$ cat src/rtl/serdec_pkg.sv
package serdec_pkg;

    localparam int CODE_W = 2;

    typedef enum logic [CODE_W-1:0] {
        LC_NRZ  = 2'b00,
        LC_NRZI = 2'b01,
        LC_FM1  = 2'b10,
        LC_FM0  = 2'b11
    } line_code_e;

    // State carried between the two halves of a cell and across cells
    typedef struct packed {
        logic first_seen;
        logic first_lvl;
        logic prev_lvl;
    } half_state_t;

    // Registered outputs
    typedef struct packed {
        logic vld;
        logic bit_val;
        logic err;
    } out_state_t;

endpackage

$ cat src/rtl/serdec_half_capture.sv
module serdec_half_capture
    import serdec_pkg::*;
#(
    parameter logic PREV_INIT = 1'b0
) (
    input  logic clk,
    input  logic rst_n,
    input  logic line_i,
    input  logic bnd_stb_i,
    input  logic mid_stb_i,
    output logic first_seen_o,
    output logic first_lvl_o,
    output logic prev_lvl_o
);

    half_state_t st_d, st_q;

    always_comb begin
        st_d = st_q;
        if (bnd_stb_i) begin
            st_d.first_seen = 1'b1;
            st_d.first_lvl  = line_i;
        end
        if (mid_stb_i) begin
            st_d.first_seen = 1'b0;
            st_d.prev_lvl   = line_i;
        end
    end

    always_ff @(posedge clk or negedge rst_n) begin
        if (!rst_n) begin
            st_q.first_seen <= 1'b0;
            st_q.first_lvl  <= 1'b0;
            st_q.prev_lvl   <= PREV_INIT;
        end else begin
            st_q <= st_d;
        end
    end

    assign first_seen_o = st_q.first_seen;
    assign first_lvl_o  = st_q.first_lvl;
    assign prev_lvl_o   = st_q.prev_lvl;

    // only a mid strobe moves the stored previous level
    assert_prev_follows_mid_R10 : assert property (@(posedge clk) disable iff (!rst_n)
        mid_stb_i |=> (prev_lvl_o == $past(line_i)));

    assert_prev_held_R10 : assert property (@(posedge clk) disable iff (!rst_n)
        !mid_stb_i |=> $stable(prev_lvl_o));

endmodule

$ cat src/rtl/serdec_cell_logic.sv
module serdec_cell_logic
    import serdec_pkg::*;
(
    input  line_code_e code_i,
    input  logic       manch_i,
    input  logic       first_seen_i,
    input  logic       first_lvl_i,
    input  logic       second_lvl_i,
    input  logic       prev_lvl_i,
    output logic       cell_ok_o,
    output logic       bit_o,
    output logic       err_o
);

    logic halves_differ;
    logic no_boundary_edge;

    assign halves_differ    = first_lvl_i ^ second_lvl_i;
    assign no_boundary_edge = (first_lvl_i == prev_lvl_i);

    always_comb begin
        cell_ok_o = 1'b0;
        bit_o     = 1'b0;
        err_o     = 1'b0;
        if (manch_i) begin
            cell_ok_o = first_seen_i;
            bit_o     = first_lvl_i;
        end else begin
            unique case (code_i)
                LC_NRZ: begin
                    cell_ok_o = 1'b1;
                    bit_o     = second_lvl_i;
                end
                LC_NRZI: begin
                    cell_ok_o = 1'b1;
                    bit_o     = (second_lvl_i == prev_lvl_i);
                end
                LC_FM1: begin
                    cell_ok_o = first_seen_i;
                    bit_o     = halves_differ;
                    err_o     = no_boundary_edge;
                end
                LC_FM0: begin
                    cell_ok_o = first_seen_i;
                    bit_o     = ~halves_differ;
                    err_o     = no_boundary_edge;
                end
                default: begin
                    cell_ok_o = 1'b0;
                end
            endcase
        end
    end

endmodule

$ cat src/rtl/serdec_out_stage.sv
module serdec_out_stage
    import serdec_pkg::*;
(
    input  logic clk,
    input  logic rst_n,
    input  logic mid_stb_i,
    input  logic cell_ok_i,
    input  logic bit_i,
    input  logic err_i,
    output logic bit_o,
    output logic vld_o,
    output logic err_o
);

    out_state_t out_d, out_q;

    always_comb begin
        out_d     = out_q;
        out_d.vld = mid_stb_i & cell_ok_i;
        out_d.err = mid_stb_i & cell_ok_i & err_i;
        if (mid_stb_i && cell_ok_i) begin
            out_d.bit_val = bit_i;
        end
    end

    always_ff @(posedge clk or negedge rst_n) begin
        if (!rst_n) begin
            out_q <= '0;
        end else begin
            out_q <= out_d;
        end
    end

    assign bit_o = out_q.bit_val;
    assign vld_o = out_q.vld;
    assign err_o = out_q.err;

    // bit value only moves together with a valid pulse
    assert_bit_moves_with_vld_R7 : assert property (@(posedge clk) disable iff (!rst_n)
        !vld_o |-> $stable(bit_o));

endmodule

$ cat src/rtl/serdec_line_decoder.sv
module serdec_line_decoder
    import serdec_pkg::*;
#(
    parameter logic PREV_INIT = 1'b0
) (
    input  logic       clk,
    input  logic       rst_n,
    input  logic [1:0] code_sel_i,
    input  logic       manch_en_i,
    input  logic       line_i,
    input  logic       bnd_stb_i,
    input  logic       mid_stb_i,
    output logic       bit_o,
    output logic       bit_vld_o,
    output logic       code_err_o
);

    line_code_e code;
    logic first_seen, first_lvl, prev_lvl;
    logic cell_ok, cell_bit, cell_err;

    assign code = line_code_e'(code_sel_i);

    serdec_half_capture #(
        .PREV_INIT (PREV_INIT)
    ) u_capture (
        .clk          (clk),
        .rst_n        (rst_n),
        .line_i       (line_i),
        .bnd_stb_i    (bnd_stb_i),
        .mid_stb_i    (mid_stb_i),
        .first_seen_o (first_seen),
        .first_lvl_o  (first_lvl),
        .prev_lvl_o   (prev_lvl)
    );

    serdec_cell_logic u_logic (
        .code_i       (code),
        .manch_i      (manch_en_i),
        .first_seen_i (first_seen),
        .first_lvl_i  (first_lvl),
        .second_lvl_i (line_i),
        .prev_lvl_i   (prev_lvl),
        .cell_ok_o    (cell_ok),
        .bit_o        (cell_bit),
        .err_o        (cell_err)
    );

    serdec_out_stage u_out (
        .clk       (clk),
        .rst_n     (rst_n),
        .mid_stb_i (mid_stb_i),
        .cell_ok_i (cell_ok),
        .bit_i     (cell_bit),
        .err_i     (cell_err),
        .bit_o     (bit_o),
        .vld_o     (bit_vld_o),
        .err_o     (code_err_o)
    );

    // a valid pulse always follows a mid strobe by one clock
    assert_vld_after_mid_R7 : assert property (@(posedge clk) disable iff (!rst_n)
        bit_vld_o |-> $past(mid_stb_i));

    // biphase mid strobe with no first half yields no bit
    assert_no_half_cell_bit_R9 : assert property (@(posedge clk) disable iff (!rst_n)
        (mid_stb_i && !first_seen && (manch_en_i || code_sel_i[1])) |=> !bit_vld_o);

    // Manchester never reports a violation
    assert_manch_no_err_R5 : assert property (@(posedge clk) disable iff (!rst_n)
        (bit_vld_o && $past(manch_en_i)) |-> !code_err_o);

    // violations only come from FM codes and only with a valid pulse
    assert_err_only_fm_R6 : assert property (@(posedge clk) disable iff (!rst_n)
        code_err_o |-> (bit_vld_o && $past(code_sel_i[1]) && !$past(manch_en_i)));

endmodule

$ cat config.mk
export PLATFORM = sky130hd
export DESIGN_NAME = serdec_line_decoder
export DESIGN_NICKNAME = d
export VERILOG_FILES = /design/src/rtl/serdec_pkg.sv /design/src/rtl/serdec_half_capture.sv /design/src/rtl/serdec_cell_logic.sv /design/src/rtl/serdec_out_stage.sv /design/src/rtl/serdec_line_decoder.sv
export SDC_FILE = /design/constraint.sdc
export NUM_CORES = 1
export LEC_CHECK = 0
export BUFFER_PORTS_ARGS = -buffer_cell sky130_fd_sc_hd__buf_4
export CORE_AREA = 2 2 39 41
export CTS_BUF_LIST = sky130_fd_sc_hd__clkbuf_8
export DETAILED_ROUTE_END_ITERATION = 10
export DIE_AREA = 0 0 41 43
export PLACE_DENSITY = 0.51
export RECOVER_POWER = 50
export SLEW_MARGIN = 20
export SYNTH_ARGS = -nofsm -noshare
export SYNTH_HDL_FRONTEND = slang
export SYNTH_SLANG_ARGS = --single-unit
export TNS_END_PERCENT = 5
$ cat constraint.sdc
create_clock -name clk -period 1.7 [get_ports clk]
set_input_delay 0.085 -clock clk [delete_from_list [all_inputs] [get_ports clk]]
set_output_delay 0.085 -clock clk [all_outputs]
set_load 0.05 [all_outputs]
==> impl_metrics.ini, run 1 <==
[cts]
cts_tree = yes
cts_root_buf = clkbuf_8
clock_insertion_delay_worst_skew_ns = 0.22
numCtsBuffers = 3
cts.sinks = 6
postCtsHoldBufs = 1
postCtsSetupBuffers = 0
clk_pin_slew_ns = 0.04
clockBufferDepth = 2
ctsResizeCount = 0
htreeDepth = 1

[global_route]
grt_max_degree = 7
grt_pass1_wl_um = 848
grt_overflow_total = 0
track_usage_pct = 7.96
grt_pass1_vias = 199
antenna_found_initial = 0

[floorplanning]
die_area_um2 = 1760
core_area_um2 = 1380
start_util_pct = 19.3
rows = 14
die_w_um = 41
die-height_um = 43
boundaryPins = 11

[cells_and_area]
n_antenna_cell = 0
fillers = 148
syn2layout_area_growth_pct = 53.3
nets = 46
drive_gt1_share_pct = 38.9

[pwr]
p_per_area_nw_per_um2 = 1140
peakVddDrop_v = 0.000352
p_leak_nw = 0.185

[timing]
hold_violations = 0
hold_ws_ns = 0.0362
slew_viol_final = 0
finalSetupViolCount = 0
rsz0062_at_grt = no
worst_slew_pin_slew_ns = 0.329
slew_headroom_pct = 78.1
fin_crit_sh_pct = 64.4
skew_ns = 0.00254
tns_ns = 0
max_freq_mhz = 913
min_period_ns = 1.10

[synthesis]
synth_seq_area_share_pct = 56.1
postSynthAreaPerCell_um2 = 12.2
synth_cell_types = 10
synth_seq_cells = 6
synth.yosys.warnings = 0
syn_area_um2 = 268
syn-num-nets = 30
syn-instance-count = 22

[route]
highest_layer = met4
wl_per_cell_um = 10.4
wl_met2_um = 218
drt_wl_total_um = 543
wl_met3_um = 82
antenna_left = 0
drt_iter0_markers = 0
vias = 214
drc = 0
met1_length_um = 235
first_pass_iters = 1
routed_via_density = 4.12

[placement]
place_congestion = 0.691
io_buffer_count = 10

[outcome]
status = finished clean

[setup_path]
critical_path_arrival_ns = 1.24
reg2reg_to = u_out.bit_o
reg2regPathDepth = 4
critical_path.max_fanout = 4
r2r_start = u_capture.first_lvl_o
end_kind = register
worst_setup_path_start_kind = register
critPathLaunch = u_capture.first_lvl_o
r2r_setup_slack_ns = 0.60
path_class = register to register
required_ns = 1.84

[worst_hold_path]
hp-class = input port to register
hold_path_end = u_capture.first_seen_o
holdPathStages = 2
min-delay-start = mid_stb_i

[job]
max_cap_viol_count = 0
-- flip-flops by register name (all words and copies together), names as in the netlist --
register	cells
u_capture.prev_lvl_o	1
u_capture.first_seen_o	1
u_out.err_o	1
u_out.vld_o	1
u_out.bit_o	1
u_capture.first_lvl_o	1
-- kinds of logic after synthesis --
group and synth area share (%):
AO/OA/AOI/OAI 7.95, XOR/XNOR 13.1, flip-flops 56.1, multiplexers 8.41
AND/OR/NAND/NOR 14.5
-- through the flow --
step | power, W | instance area (um^2) | std cells | setup WS, ns | util [%]
after global routing | 0.000495 | 410 | 52 | 0.569 | 29.7
after floorplan | 0.000225 | 268 | 22 | 0.687 | -
after detailed placement | 0.000262 | 363 | 48 | 0.606 | 26.2
after CTS | 0.000479 | 414 | 52 | 0.595 | 29.9
after global placement | 0.000260 | 363 | 48 | 0.652 | 26.2
final | 0.000467 | 410 | 52 | 0.605 | 29.7
-- cells in the mapped netlist --
cell type	count	area share [%]
a22oi_1	1	2.8
a31oi_1	1	2.3
and4b_1	1	3.7
dfrtp_1	6	56
mux2_2	2	8.4
nand2b_1	1	2.3
nand3b_1	1	2.8
nor2_1	4	5.6
o21a_1	1	2.8
xnor2_1	4	13
-- final cells by class --
cell class	instances	area [um^2]	area share (%)
Timing Repair Buffer	11	81.3	19.8
Multi-Input combinational cell	16	118	28.7
Sequential cell	6	150	36.6
Tap cell	16	20.0	4.88
Clock buffer	3	41.3	10.1
-- where the power goes --
part / internal [W] / switching, W / leakage (nW) / total [W]
Combinational: 0.0000427 / 0.0000502 / 0.0891 / 0.0000929
Sequential: 0.000157 / 0.00000900 / 0.0739 / 0.000166
Clock: 0.000152 / 0.0000562 / 0.0216 / 0.000208
Total: 0.000352 / 0.000115 / 0.185 / 0.000467
-- cell usage in the layout, fill, tap and decap left out, drive strengths merged --
master       instances
buf                  9
dfrtp                6
nor2                 4
xnor2                4
clkbuf               4
mux2                 2
o21a                 1
and4b                1
nand2b               1
a22oi                1
nand3b               1
a31oi                1
dlygate4sd3          1
-- critical path, stage by stage, from the launching register on --
cell and delay [ns]:
dfrtp_1 0.41, xnor2_1 0.22, xnor2_1 0.14, nand3b_1 0.09, a31oi_1 0.16
-- metal layers --
metal	vias to the layer above	global-route usage, %
met5	-	0
met4	0	8.00
met3	2	5.24
met2	11	9.38
met1	96	8.79
li1	105	-
-- worst max path at each step --
| stage | depth (start not counted) | end | slack [ns] |
|---|---|---|---|
| finish | 4 | u_out.bit_o | 0.60 |
| global route | 4 | u_out.bit_o | 0.57 |
| global placement | 4 | u_out.bit_o | 0.65 |
| CTS | 4 | u_out.bit_o | 0.59 |
| detailed placement | 4 | u_out.bit_o | 0.61 |
| floorplan | 4 | u_out.bit_o | 0.69 |
No activity file was read; power rests on OpenSTA's default activity.
==> run 2: changes to the inputs <==
Settings changed: PLACE_DENSITY 0.51 to 0.52.
Clock period 1.7 ns to 1 ns, I/O delays scaled along.
==> run 2 against run 1 <==
Against the previous run: the flow now finishes with violations (negative setup slack); final area up 10%; clock power up 64%; global-route usage down 0.077 points; maximum frequency up 9.4%; combinational power up 110%; worst setup slack worse by 0.61 ns; worst hold slack worse by 0.023 ns; critical path depth unchanged; sequential power up 70%; utilization up 3.1 points; sequential share of layout area down 3.4 points; critical path type unchanged; highest routed layer is now met3.
==> impl_metrics.ini, run 2 (same netlist as run 1, synthesis figures left out) <==
[route]
met1_length_um = 216
routed_via_density = 4.17
wl_per_cell_um = 10.6
vias = 225
wl_met3_um = 66
drt_wl_total_um = 572
antenna_left = 0
first_pass_iters = 4
wl_met2_um = 289
drt_iter0_markers = 3
highest_layer = met3
drc = 0

[pwr]
p_per_area_nw_per_um2 = 1800
power.internal_w = 0.000619
p_clk_share_pct = 41.9
switchingPower_w = 0.000197
comb_power_share_pct = 23.7
peakVddDrop_v = 0.00113
seq_power_share_pct = 34.5
p_sw_share_pct = 24.1
p_leak_nw = 0.212

[cells_and_area]
drive_gt1_share_pct = 52.6
final_cell_mix = buf_4 (11), dfrtp_1 (6), nor2_1 (4)
layout_commonest_cell = buf_4
finalNonFillerCells = 54
fin_util_pct = 32.7
nets = 48
n_antenna_cell = 0
syn2layout_area_growth_pct = 69.2

[outcome]
status = finished with violations
violations = negative setup slack

[setup_path]
reg2reg_to = u_out.bit_o
required_ns = 1.14
cpMaxStageDelayCell = dfrtp_1
r2r_start = u_capture.first_lvl_o
critical_path_arrival_ns = 1.14
slowest_delay_ns = 0.40
r2r_setup_slack_ns = -0.001
critical_path.max_fanout = 2
path_cells = xnor2_2 > xnor2_1 > nand3b_1 > a31oi_1
reg2regPathDepth = 4
crit_family = flip-flops
path_class = register to register
cp_num_buf_inv = 0
worst_setup_path_start_kind = register
end_kind = register

[cts]
numCtsBuffers = 3
clk_pin_slew_ns = 0.03
cts.sinks = 6
clockBufferDepth = 2
cts_tree = yes
cts_root_buf = clkbuf_8
htreeDepth = 1
clock_insertion_delay_worst_skew_ns = 0.21
postCtsSetupBuffers = 0

[timing]
min_period_ns = 1.00
hold_ws_ns = 0.0133
rsz0062_at_grt = yes
fin_ws_ns = -0.00114
fin_crit_sh_pct = 100
skew_ns = 0.000800
max_freq_mhz = 999
hold_violations = 0
finalSetupViolCount = 1
slew_viol_final = 0
slew_headroom_pct = 77.9
tns_ns = -0.00114
worst_slew_pin_slew_ns = 0.332

[worst_hold_path]
holdPathStages = 2
min-delay-start = mid_stb_i
hold_path_end = u_capture.first_seen_o
hp-class = input port to register

[floorplanning]
die_area_um2 = 1760
rows = 14
boundaryPins = 11
die_w_um = 41
core_area_um2 = 1380
start_util_pct = 19.3
die-height_um = 43

[job]
max_cap_viol_count = 0

[placement]
io_buffer_count = 10
place_congestion = 0.640
dp.cells = 50

[global_route]
track_usage_pct = 7.89
antenna_found_initial = 0
grt_pass1_wl_um = 917
grt_max_degree = 7
grt_overflow_total = 0
grt_pass1_vias = 243
[run 2: changes by cell type in the layout (fill, tap and decap cells not counted)]
cell / change
a22oi_1: -1
a22oi_2: +1
buf_4: +2
nand2b_1: -1
nand2b_4: +1
xnor2_1: -2
xnor2_2: +2
[run 2: cell type report]
class | count | area (um^2)
fillers | 147 | 931
repair buffers | 13 | 96.3
clock buffers | 3 | 41.3
multi-input cells | 16 | 145
well taps | 16 | 20.0
flip-flops and latches | 6 | 150
[run 2: repair_timing]
action                                 CTS  global route
pin swaps                                4             5
resized for setup                        0             4
hold buffers                             1             0
endpoints found under the hold margin    6             0
setup endpoints to repair                1             1
[run 2: worst max-delay path by stage]
stage	start	end	cells past startpoint
detailed placement	u_capture.first_lvl_o	u_out.bit_o	4
finish	u_capture.first_lvl_o	u_out.bit_o	4
floorplan	u_capture.prev_lvl_o	u_out.bit_o	4
CTS	u_capture.first_lvl_o	u_out.bit_o	4
global placement	u_capture.first_lvl_o	u_out.bit_o	4
global route	u_capture.first_lvl_o	u_out.bit_o	4
[run 2: stage by stage]
| stage | instance area, um^2 | total power, W | setup WS (ns) |
|---|---|---|---|
| 3_3_place_gp | 378 | 0.000454 | 0.00178 |
| 4_1_cts | 429 | 0.000814 | -0.0134 |
| 3_5_place_dp | 378 | 0.000459 | -0.0191 |
| 2_1_floorplan | 268 | 0.000383 | 0.00104 |
| 5_1_grt | 453 | 0.000867 | -0.0847 |
| 6_report | 453 | 0.000816 | -0.00114 |
[run 2: layer usage]
| layer | GRT usage, % | vias up |
|---|---|---|
| met4 | 2.00 | 0 |
| met3 | 6.28 | 0 |
| met2 | 11.3 | 13 |
| li1 | - | 109 |
| met5 | 0 | - |
| met1 | 8.88 | 103 |
[run 2: power by group through the flow]
stage / sequential [W] / clock [W] / combinational (W)
finish: 0.000282 / 0.000342 / 0.000193
global route: 0.000284 / 0.000375 / 0.000208
CTS: 0.000280 / 0.000354 / 0.000179
detailed placement: 0.000283 / 0 / 0.000176
global placement: 0.000281 / 0 / 0.000173
floorplan: 0.000327 / 0 / 0.0000552
[run 2: worst register-to-register path, stage by stage (launching register included)]
cell,delay (ns)
dfrtp_1,0.40
xnor2_2,0.14
xnor2_1,0.13
nand3b_1,0.09
a31oi_1,0.15
==> run 3: changes to the inputs <==
Settings changed: REMOVE_ABC_BUFFERS set to 1, SLEW_MARGIN 20 to 10.
==> run 3 against run 2 <==
Against the previous run: the run now ends clean; final cell count stayed put; first-iteration DRC count unchanged; clock power increased by 3%; combinational power fell by 4%; die area unchanged; utilization down 0.90 points; sequential power about the same; clock skew is 0.0012 ns higher; register-to-register slack about the same; largest cell class unchanged; largest power group unchanged.
==> impl_metrics.ini, run 3 (same netlist as run 1, synthesis figures left out) <==
[setup_path]
end_kind = register
r2r_setup_slack_ns = 0.005
r2r_start = u_capture.prev_lvl_o
path_class = register to register
worst_setup_path_start_kind = register
slowest_delay_ns = 0.37
path_cells = nand2b_4 > xnor2_1 > a22oi_1 > a31oi_1
required_ns = 1.09
cpMaxStageDelayCell = dfrtp_1
critical_path_arrival_ns = 1.09
reg2reg_to = u_out.bit_o
critical_path.max_fanout = 2
reg2regPathDepth = 4

[cts]
clockBufferDepth = 2
numCtsBuffers = 3
postCtsSetupBuffers = 0
clock_insertion_delay_worst_skew_ns = 0.22
cts_root_buf = clkbuf_8
cts_tree = yes
htreeDepth = 1
cts.sinks = 6
clk_pin_slew_ns = 0.04

[worst_hold_path]
hp-class = input port to register
holdPathStages = 2
min-delay-start = mid_stb_i
hold_path_end = u_capture.first_seen_o

[route]
met1_length_um = 232
routed_via_density = 4.04
wl_met3_um = 71
wl_met2_um = 226
first_pass_iters = 4
highest_layer = met4
drt_iter0_markers = 3
antenna_left = 0
drc = 0
vias = 218
drt_wl_total_um = 537
wl_per_cell_um = 9.94

[floorplanning]
die_area_um2 = 1760
boundaryPins = 11
die_w_um = 41
core_area_um2 = 1380
start_util_pct = 19.3
die-height_um = 43
rows = 14

[pwr]
p_clk_share_pct = 43.1
p_sw_share_pct = 24.6
comb_power_share_pct = 22.6
switchingPower_w = 0.000201
seq_power_share_pct = 34.3
p_per_area_nw_per_um2 = 1850
p_leak_nw = 0.205
total_power_w = 0.000816
power.internal_w = 0.000615
peakVddDrop_v = 0.00120

[cells_and_area]
fillers = 145
syn2layout_area_growth_pct = 64.5
n_antenna_cell = 0
drive_gt1_share_pct = 47.4
nets = 48
final_cell_mix = buf_4 (11), dfrtp_1 (6), nor2_1 (4)
layout_commonest_cell = buf_4

[global_route]
grt_pass1_vias = 226
grt_pass1_wl_um = 883
grt_max_degree = 7
antenna_found_initial = 0
grt_overflow_total = 0
track_usage_pct = 8.07

[timing]
rsz0062_at_grt = yes
max_freq_mhz = 1010
worst_slew_pin_slew_ns = 0.343
hold_violations = 0
min_period_ns = 0.995
skew_ns = 0.00196
slew_headroom_pct = 77.1
finalSetupViolCount = 0
fin_crit_sh_pct = 99.5
tns_ns = 0
slew_viol_final = 0

[job]
max_cap_viol_count = 0

[placement]
io_buffer_count = 10
place_congestion = 0.637

[outcome]
status = finished clean
==> run 3: changes by cell type in the layout (fill, tap and decap cells not counted) <==
cell | before | now
xnor2_1 | 2 | 3
a22oi_1 | 0 | 1
xnor2_2 | 2 | 1
a22oi_2 | 1 | 0
==> run 3: power groups by stage <==
| stage | Combinational [W] | Clock, W | Sequential, W |
|---|---|---|---|
| floorplan | 0.0000553 | 0 | 0.000327 |
| global placement | 0.000173 | 0 | 0.000280 |
| detailed placement | 0.000175 | 0 | 0.000281 |
| CTS | 0.000184 | 0.000367 | 0.000279 |
| global route | 0.000199 | 0.000383 | 0.000284 |
| finish | 0.000185 | 0.000352 | 0.000280 |
==> run 3: how the worst max path moves through the flow <==
stage / start / end / depth (start not counted)
6_report: u_capture.prev_lvl_o / u_out.bit_o / 4
5_1_grt: u_capture.first_lvl_o / u_out.bit_o / 4
4_1_cts: u_capture.prev_lvl_o / u_out.bit_o / 4
3_5_place_dp: u_capture.first_lvl_o / u_out.bit_o / 4
3_3_place_gp: u_capture.first_lvl_o / u_out.bit_o / 4
2_1_floorplan: u_capture.first_lvl_o / u_out.bit_o / 4
==> run 3: routing by layer <==
| metal | vias up | track usage [%] |
|---|---|---|
| met5 | - | 0 |
| met1 | 95 | 8.50 |
| met3 | 2 | 8.38 |
| met4 | 0 | 2.00 |
| met2 | 11 | 10.9 |
| li1 | 110 | - |
==> run 3: stage by stage <==
step	hold slack [ns]	util [%]	area (um^2)	setup slack, ns	cells
2_1_floorplan	-0.246	-	268	-0.0131	22
3_3_place_gp	-0.141	27.3	378	-0.0129	50
3_5_place_dp	-0.138	27.3	378	-0.0371	50
4_1_cts	0.00206	31.6	437	-0.00206	54
5_1_grt	0.00231	31.8	440	-0.0992	54
6_report	0.00647	31.8	440	0.00548	54
==> run 3: layout make-up <==
type	instances	area, um^2	area share [%]
multi-input combinational	16	133	30.1
tap	16	20.0	4.55
timing repair buffer	13	96.3	21.9
sequential	6	150	34.1
clock buffer	3	41.3	9.38
==> run 3: repair_timing <==
action	CTS	global route
resized for setup	1	1
hold endpoints to repair	6	0
pin swaps	3	0
hold buffers	1	0
setup endpoints to repair	1	1
==> run 3: critical path, delay by kind of cell, from the launching register on <==
family	cells	cell delay, ns
DFF	1	0.37
and+or+nand+nor	1	0.14
AOI/OAI and AO/OA	2	0.26
xor gates and xnor gates	1	0.11
